**src/rtl/lnk_pkg.sv**
```systemverilog
package lnk_pkg;

   typedef enum logic {
      LNK_CLK_EXT = 1'b0,
      LNK_CLK_INT = 1'b1
   } lnk_clk_e;

   typedef enum logic {
      LNK_SEL_DATA = 1'b0,
      LNK_SEL_CTRL = 1'b1
   } lnk_sel_e;

   localparam int unsigned LNK_CTRL_W   = 8;
   localparam int unsigned LNK_START_B  = 7;
   localparam int unsigned LNK_SRC_B    = 0;

   function automatic logic [LNK_CTRL_W-1:0] lnk_ctrl_image(input logic busy,
                                                           input lnk_clk_e src);
      logic [LNK_CTRL_W-1:0] img;
      img              = '0;
      img[LNK_START_B] = busy;
      img[LNK_SRC_B]   = src;
      return img;
   endfunction

endpackage

```
**src/rtl/lnk_edge_sync.sv**
```systemverilog
module lnk_edge_sync #(
   parameter int unsigned STAGES   = 2,
   parameter logic        IDLE_VAL = 1'b1
) (
   input  logic clk,
   input  logic rst_n,
   input  logic async_i,
   output logic level_o,
   output logic rise_o,
   output logic fall_o
);
   logic [STAGES-1:0] chain_q;
   logic              prev_q;

   if (STAGES < 2) begin : g_bad_stages
      $error("lnk_edge_sync: STAGES must be at least 2");
   end

   for (genvar s = 0; s < STAGES; s++) begin : g_stage
      if (s == 0) begin : g_first
         always_ff @(posedge clk) begin
            if (!rst_n) chain_q[0] <= IDLE_VAL;
            else        chain_q[0] <= async_i;
         end
      end else begin : g_next
         always_ff @(posedge clk) begin
            if (!rst_n) chain_q[s] <= IDLE_VAL;
            else        chain_q[s] <= chain_q[s-1];
         end
      end
   end

   always_ff @(posedge clk) begin
      if (!rst_n) prev_q <= IDLE_VAL;
      else        prev_q <= chain_q[STAGES-1];
   end

   assign level_o = chain_q[STAGES-1];
   assign rise_o  = level_o & ~prev_q;
   assign fall_o  = ~level_o & prev_q;

endmodule

```
**src/rtl/lnk_tick_gen.sv**
```systemverilog
module lnk_tick_gen #(
   parameter int unsigned HALF_DIV = 256
) (
   input  logic clk,
   input  logic rst_n,
   input  logic run_i,
   output logic sck_o,
   output logic fall_o,
   output logic rise_o
);
   localparam int unsigned CNT_W = (HALF_DIV > 1) ? $clog2(HALF_DIV) : 1;
   localparam logic [CNT_W-1:0] CNT_LAST = CNT_W'(HALF_DIV - 1);

   logic [CNT_W-1:0] cnt_q;
   logic             sck_q;
   logic             wrap;

   if (HALF_DIV < 4) begin : g_bad_div
      $error("lnk_tick_gen: HALF_DIV must be at least 4");
   end

   assign wrap   = run_i && (cnt_q == CNT_LAST);
   assign fall_o = wrap && sck_q;
   assign rise_o = wrap && !sck_q;
   assign sck_o  = sck_q;

   always_ff @(posedge clk) begin
      if (!rst_n) begin
         cnt_q <= '0;
         sck_q <= 1'b1;
      end else if (!run_i) begin
         cnt_q <= '0;
         sck_q <= 1'b1;
      end else if (wrap) begin
         cnt_q <= '0;
         sck_q <= ~sck_q;
      end else begin
         cnt_q <= cnt_q + 1'b1;
      end
   end

endmodule

```
**src/rtl/lnk_shift_core.sv**
```systemverilog
module lnk_shift_core #(
   parameter int unsigned DATA_W = 8
) (
   input  logic              clk,
   input  logic              rst_n,
   input  logic              load_i,
   input  logic [DATA_W-1:0] load_data_i,
   input  logic              start_i,
   input  logic              fall_i,
   input  logic              rise_i,
   input  logic              sd_i,
   output logic              busy_o,
   output logic [DATA_W-1:0] data_o,
   output logic              sd_o,
   output logic              done_o
);
   localparam int unsigned BIT_W = (DATA_W > 1) ? $clog2(DATA_W) : 1;
   localparam logic [BIT_W-1:0] BIT_LAST = BIT_W'(DATA_W - 1);

   logic [DATA_W-1:0] sr_q;
   logic [BIT_W-1:0]  bit_q;
   logic              busy_q;
   logic              sd_q;
   logic              done_q;

   if (DATA_W < 2) begin : g_bad_width
      $error("lnk_shift_core: DATA_W must be at least 2");
   end

   always_ff @(posedge clk) begin
      if (!rst_n) begin
         sr_q   <= '0;
         bit_q  <= '0;
         busy_q <= 1'b0;
         sd_q   <= 1'b1;
         done_q <= 1'b0;
      end else begin
         done_q <= 1'b0;
         if (!busy_q) begin
            if (load_i) sr_q <= load_data_i;
            if (start_i) begin
               busy_q <= 1'b1;
               bit_q  <= '0;
            end
         end else begin
            if (fall_i) sd_q <= sr_q[DATA_W-1];
            if (rise_i) begin
               sr_q  <= {sr_q[DATA_W-2:0], sd_i};
               bit_q <= bit_q + 1'b1;
               if (bit_q == BIT_LAST) begin
                  busy_q <= 1'b0;
                  done_q <= 1'b1;
               end
            end
         end
      end
   end

   assign busy_o = busy_q;
   assign data_o = sr_q;
   assign sd_o   = sd_q;
   assign done_o = done_q;

endmodule

```
**src/rtl/lnk_shift_port.sv**
```systemverilog
module lnk_shift_port
   import lnk_pkg::*;
#(
   parameter int unsigned DATA_W      = 8,
   parameter int unsigned HALF_DIV    = 256,
   parameter int unsigned SYNC_STAGES = 2
) (
   input  logic                  clk,
   input  logic                  rst_n,
   input  logic                  wr_en,
   input  logic                  wr_sel,
   input  logic [DATA_W-1:0]     wr_data,
   output logic [DATA_W-1:0]     data_q,
   output logic [LNK_CTRL_W-1:0] ctrl_q,
   input  logic                  sck_i,
   output logic                  sck_o,
   output logic                  sck_oe,
   input  logic                  sd_i,
   output logic                  sd_o,
   output logic                  irq
);
   if (DATA_W < LNK_CTRL_W) begin : g_bad_bus
      $error("lnk_shift_port: DATA_W must cover the control byte");
   end

   lnk_clk_e src_q;
   logic     busy;
   logic     ctrl_wr, data_wr, start;
   logic     int_fall, int_rise;
   logic     ext_fall, ext_rise, ext_lvl;
   logic     sd_sync, sd_rise_unused, sd_fall_unused;
   logic     sh_fall, sh_rise;

   assign ctrl_wr = wr_en && (wr_sel == LNK_SEL_CTRL) && !busy;
   assign data_wr = wr_en && (wr_sel == LNK_SEL_DATA) && !busy;
   assign start   = ctrl_wr && wr_data[LNK_START_B];

   always_ff @(posedge clk) begin
      if (!rst_n)       src_q <= LNK_CLK_EXT;
      else if (ctrl_wr) src_q <= lnk_clk_e'(wr_data[LNK_SRC_B]);
   end

   lnk_tick_gen #(
      .HALF_DIV (HALF_DIV)
   ) u_tick (
      .clk    (clk),
      .rst_n  (rst_n),
      .run_i  (busy && (src_q == LNK_CLK_INT)),
      .sck_o  (sck_o),
      .fall_o (int_fall),
      .rise_o (int_rise)
   );

   lnk_edge_sync #(
      .STAGES   (SYNC_STAGES),
      .IDLE_VAL (1'b1)
   ) u_sck_sync (
      .clk     (clk),
      .rst_n   (rst_n),
      .async_i (sck_i),
      .level_o (ext_lvl),
      .rise_o  (ext_rise),
      .fall_o  (ext_fall)
   );

   lnk_edge_sync #(
      .STAGES   (SYNC_STAGES),
      .IDLE_VAL (1'b1)
   ) u_sd_sync (
      .clk     (clk),
      .rst_n   (rst_n),
      .async_i (sd_i),
      .level_o (sd_sync),
      .rise_o  (sd_rise_unused),
      .fall_o  (sd_fall_unused)
   );

   always_comb begin
      if (src_q == LNK_CLK_INT) begin
         sh_fall = int_fall;
         sh_rise = int_rise;
      end else begin
         sh_fall = ext_fall;
         sh_rise = ext_rise;
      end
   end

   lnk_shift_core #(
      .DATA_W (DATA_W)
   ) u_core (
      .clk         (clk),
      .rst_n       (rst_n),
      .load_i      (data_wr),
      .load_data_i (wr_data),
      .start_i     (start),
      .fall_i      (sh_fall),
      .rise_i      (sh_rise),
      .sd_i        (sd_sync),
      .busy_o      (busy),
      .data_o      (data_q),
      .sd_o        (sd_o),
      .done_o      (irq)
   );

   assign ctrl_q = lnk_ctrl_image(busy, src_q);
   assign sck_oe = (src_q == LNK_CLK_INT);

   logic unused_ok;
   assign unused_ok = &{1'b0, ext_lvl, sd_rise_unused, sd_fall_unused};

endmodule

```
**config.mk**
```make
export PLATFORM = sky130hd
export DESIGN_NAME = lnk_shift_port
export DESIGN_NICKNAME = d
export VERILOG_FILES = /design/src/rtl/lnk_pkg.sv /design/src/rtl/lnk_edge_sync.sv /design/src/rtl/lnk_tick_gen.sv /design/src/rtl/lnk_shift_core.sv /design/src/rtl/lnk_shift_port.sv
export SDC_FILE = /design/constraint.sdc
export NUM_CORES = 1
export LEC_CHECK = 0
export ABC_AREA = 0
export CORE_ASPECT_RATIO = 0.7
export CORE_UTILIZATION = 42
export DETAILED_ROUTE_END_ITERATION = 7
export PLACE_DENSITY_LB_ADDON = 0.05
export SETUP_SLACK_MARGIN = 0.4
export SLEW_MARGIN = 10
export SYNTH_ARGS = -nofsm -noshare
export SYNTH_HDL_FRONTEND = slang
export SYNTH_HIERARCHICAL = 1
export SYNTH_SLANG_ARGS = --single-unit
```
**constraint.sdc**
```tcl
create_clock -name clk -period 2 [get_ports clk]
set_input_delay 0.3 -clock clk [delete_from_list [all_inputs] [get_ports clk]]
set_output_delay 0.3 -clock clk [all_outputs]
set_load 0.05 [all_outputs]
```
Yosys cells after proc, flatten, opt, wreduce, memory -nomap -nowiden
Index checks and enable logic that the tools add are counted.
W data, S select, Z words.
{"block": "totals", "inputBits": 14, "elab_cells": 58, "regBits": 29, "out_inout_bits": 20}
{"block": "classes", "n_eq_ne": 3, "bitwise": 8, "n_reduce_logical": 19, "n_addsub": 2, "muxes": 13}
{"operator": "$mux W8", "n": 3}
{"operator": "$logic_and A1 B1 Y1", "n": 9}
{"operator": "$mux W3", "n": 3}
{"operator": "$add A8 B1 Y8 const B", "n": 1}
{"operator": "$eq A8 B8 Y1 const B", "n": 1}
{"operator": "$reduce_and A2 Y1", "n": 4}
{"operator": "$mux W1", "n": 7}
{"operator": "$not A1 Y1", "n": 6}
{"operator": "$reduce_bool A2 Y1", "n": 2}
{"operator": "$add A3 B1 Y3 const B", "n": 1}
{"operator": "$eq A3 B3 Y1 const B", "n": 1}
{"operator": "$reduce_and A3 Y1", "n": 1}
{"operator": "$reduce_or A3 Y1", "n": 1}
{"operator": "$and A1 B1 Y1", "n": 2}
{"operator": "$logic_not A1 Y1", "n": 2}
{"operator": "$ne A2 B2 Y1 const B", "n": 1}

Longest topological paths before layout
{"block": "logic_depth", "depth_word": 6, "ltp_mapped": 8, "ltp_nobuf": 7}

Cells and area by module
The synthesis kept the hierarchy.
{"module": "lnk_shift_core", "seq_area_each_um2": 280.3, "area_each_um2": 638.1, "cells_each": 60, "instances": 1}
{"module": "lnk_tick_gen", "seq_area_each_um2": 180.2, "area_each_um2": 414.1, "cells_each": 46, "instances": 1}
{"module": "lnk_edge_sync", "seq_area_each_um2": 60.1, "area_each_um2": 91.3, "cells_each": 8, "instances": 2}
{"module": "lnk_shift_port", "seq_area_each_um2": 20.0, "area_each_um2": 166.4, "cells_each": 20, "instances": 1}

Worst setup path after synthesis
No wires, ideal clock.
{"block": "synth_timing", "path_type": "reg-to-reg", "start": "reg src_q, in the netlist sck_oe", "end": "reg u_core.sr_q[1], in the netlist u_core/data_o[1]", "path_buffers": 1, "required_ns": 1.884, "setup_time_ns": 0.116, "arrival_ns": 1.958, "period_less_slack_ns": 2.075, "path_stages_with_launch": 9, "setup_slack_ns": -0.075, "cell_sequence": "dfxtp_1 > and2_2 > inv_1 > nor4_1 > mux2_2 > mux2_4 > buf_6 > nand2_1 > o211a_1"}
{"block": "synth_via", "elab_chain_len": 6}
{"item": "from (decl)", "line_no": "lnk_shift_port.sv:26", "source": "lnk_clk_e src_q;"}
{"item": "from (signal assigned)", "line_no": "lnk_shift_port.sv:40", "source": "else if (ctrl_wr) src_q <= lnk_clk_e'(wr_data[LNK_SRC_B]);"}
{"item": "$logic_and A1 B1 Y1", "line_no": "lnk_shift_port.sv:48", "source": ".run_i (busy && (src_q == LNK_CLK_INT)),"}
{"item": "$logic_and A1 B1 Y1", "line_no": "lnk_tick_gen.sv:22", "source": "assign wrap = run_i && (cnt_q == CNT_LAST);"}
{"item": "$logic_and A1 B1 Y1", "line_no": "lnk_tick_gen.sv:24", "source": "assign rise_o = wrap && !sck_q;"}
{"item": "net int_rise", "line_no": "lnk_shift_port.sv:29", "source": "logic int_fall, int_rise;"}
{"item": "$mux W1", "line_no": "lnk_shift_port.sv:79", "source": "if (src_q == LNK_CLK_INT) begin"}
{"item": "net sh_rise", "line_no": "lnk_shift_port.sv:32", "source": "logic sh_fall, sh_rise;"}
{"item": "$ne A2 B2 Y1 (no line)"}
{"item": "$reduce_and A2 Y1 (no line)"}
{"item": "to (signal assigned)", "line_no": "lnk_shift_core.sv:40", "source": "if (load_i) sr_q <= load_data_i;"}
{"item": "to (signal assigned)", "line_no": "lnk_shift_core.sv:48", "source": "sr_q <= {sr_q[DATA_W-2:0], sd_i};"}
{"item": "to (decl)", "line_no": "lnk_shift_core.sv:20", "source": "logic [DATA_W-1:0] sr_q;"}
The timed path passes the listed nets, and every way through them passes these cells.
A chain may end at the register's enable or synchronous reset.

Worst setup path after layout
{"block": "layout_timing", "start": "reg u_tick.cnt_q[0]", "end": "reg u_core.sr_q[0], in the netlist u_core/data_o[0]"}
{"block": "layout_via", "elab_chain_len": 6}
{"item": "from (decl)", "line_no": "lnk_tick_gen.sv:14", "source": "logic [CNT_W-1:0] cnt_q;"}
{"item": "from (signal assigned)", "line_no": "lnk_tick_gen.sv:38", "source": "cnt_q <= cnt_q + 1'b1;"}
{"item": "$eq A8 B8 Y1", "line_no": "lnk_tick_gen.sv:22"}
{"item": "$logic_and A1 B1 Y1", "line_no": "lnk_tick_gen.sv:22"}
{"item": "$logic_and A1 B1 Y1", "line_no": "lnk_tick_gen.sv:24"}
{"item": "net int_rise", "line_no": "lnk_shift_port.sv:29"}
{"item": "$mux W1", "line_no": "lnk_shift_port.sv:79"}
{"item": "net sh_rise", "line_no": "lnk_shift_port.sv:32"}
{"item": "$ne A2 B2 Y1 (no line)"}
{"item": "$reduce_and A2 Y1 (no line)"}
The timed path passes the listed nets, and every way through them passes these cells.

==> impl_metrics.toml <==
[status]
outcome = "finished, final reports clean"

[worst_hold_path]
min_path_type = "reg -> reg"
hold_path.startpoint = "u_sd_sync/chain_q[0]"
min_to = "u_sd_sync/level_o"
hold_depth = 1

[detailed_routing]
vias_per_cell = 5.11
wl_per_cell_um = 13.6
first_iter_violations = 57
dr_total_vias = 1068
drcViolationCount = 0
postRouteAntennaNets = 0
finalWirelength_um = 2850
drtPass1Iterations = 4

[yosys]
yosysWarningCount = 6
syn_area_per_cell_um2 = 9.87
syn-cell-area_mm2 = 0.00136
synthCells = 138

[clocking]
clock-sinks = 29
cts_root_buffer = "clkbuf_8"
cts_tree = "yes"
h-tree-depth = 2
path_clk_slew_ps = 60
worst_skew_pair.late_latency_ps = 270
cts_buffers = 5
cts_buffer_depth = 2

[worst_setup_path]
worst-r2r-setup-slack_ps = 400
reg2regPathDepth = 6
crit_type = "reg -> reg"
worst-path-max-fanout = 8
required_ps = 2160
r2r-start = "u_tick/cnt_q[0]"
start_kind = "register"
r2r-end = "u_core/data_o[0]"
worstPathArrival_ps = 1770
endpoint_kind = "register"

[finish]
final_common_cell = "dfxtp_1"
seq_area_um2 = 589
finish.utilization = 0.621
fillCellCount = 263
area_delta_synth_final_pct = 34.1
final_area_mm2 = 0.00183
drive_above_1_share = 0.202
fin_cells = 209
multi_input_area_um2 = 761
nets = 189
mostFrequentLayoutCells = "dfxtp_1, nand2_1, clkdlybuf4s50_1, dlygate4sd2_1, mux2i_1"
diodes = 0

[placed_design]
postPlaceCellArea_mm2 = 0.00167
dp_cells = 196
dp_hpwl_um = 1920
gp_congestion = 0.865
portBuffers = 27
post-place-ws_ps = 306

[sta]
fin_crit_sh = 0.801
max_freq_mhz = 624
hold_viol_final = 0
rsz0062_at_grt = "yes"
setup-violations-final = 0
hold_ws_ps = 407
fin_skew_ps = 6.06
setup_tns_ps = 0
min_period_ps = 1600
slew_viol_final = 0
setup_ws_ps = 398

[job]
cap_violations = 0

[global_route]
grt.total_usage = 0.180
grt_pass1_vias = 1014
grt_overflow_total = 0
grt_max_degree = 23
grt_pass1_wl_um = 4890
antenna_found_initial = 0

[floorplan]
die_w_um = 70.1
die_y_um = 49.7
core-area_mm2 = 0.00294
die_area_mm2 = 0.00348
initial_core_util = 0.463
ios = 34
rows = 16

[pwr]
power.density_mw_per_mm2 = 740
ir_drop_mv = 0.425
fin_total_pwr_mw = 1.35
power.leakage_nw = 0.837
==> registers in the layout (all words and copies together), names as in the netlist <==
signal	cells
u_tick/cnt_q	8
u_sck_sync/chain_q	1
u_sd_sync/chain_q	1
u_core/done_o	1
u_tick/sck_o	1
u_core/bit_q	3
u_sck_sync/level_o	1
sck_oe	1
u_sck_sync/prev_q	1
u_core/sd_o	1
u_core/busy_o	1
u_core/data_o	8
u_sd_sync/level_o	1
==> power by group <==
part | switching [mW] | internal (mW) | leakage, nW
Clock | 0.220 | 0.311 | 0.0542
Sequential | 0.0121 | 0.597 | 0.238
Combinational | 0.132 | 0.0792 | 0.545
==> worst max-delay path by stage <==
| stage | from | end | slack (ps) | cells past startpoint |
|---|---|---|---|---|
| floorplan | sck_oe | u_core/data_o[1] | 320 | 8 |
| global placement | wr_en | u_core/data_o[1] | 380 | 4 |
| detailed placement | u_tick/cnt_q[0] | u_core/data_o[0] | 310 | 7 |
| CTS | u_tick/cnt_q[0] | u_core/data_o[0] | 410 | 6 |
| global route | u_core/busy_o | u_core/data_o[5] | 350 | 7 |
| finish | u_tick/cnt_q[0] | u_core/data_o[0] | 400 | 6 |
==> worst max-delay path, cell delays in order (launching register included) <==
cell     delay, ps
dfxtp_2        340
ha_4           180
nand4_4        100
nor4_4          40
mux2_4         290
mux2_4         320
o211a_1        220
==> what timing repair did <==
action / 4_1_cts / 5_1_grt
gates resized for setup: 18 / 4
hold buffers: 0 / 0
setup buffers: 1 / 3
cloned: 1 / 0
endpoints found under the setup margin: 24 / 12
pin swaps: 0 / 1
==> routing by layer <==
metal / routed length, µm / track usage / vias to the layer above
met4: 0 / 0.0300 / 0
met1: 1500 / 0.250 / 496
li1: - / - / 537
met2: 1210 / 0.274 / 35
met3: 140 / 0.0613 / 0
met5: 0 / 0 / -
==> cell type report <==
type / count / area share
clock buffers: 7 / 0.0527
clock inverters: 1 / 0.00274
inverters: 5 / 0.0116
multi-input cells: 98 / 0.416
flip-flops and latches: 29 / 0.323
well taps: 36 / 0.0247
repair buffers: 33 / 0.169
Power figures use the tool's default switching activity.
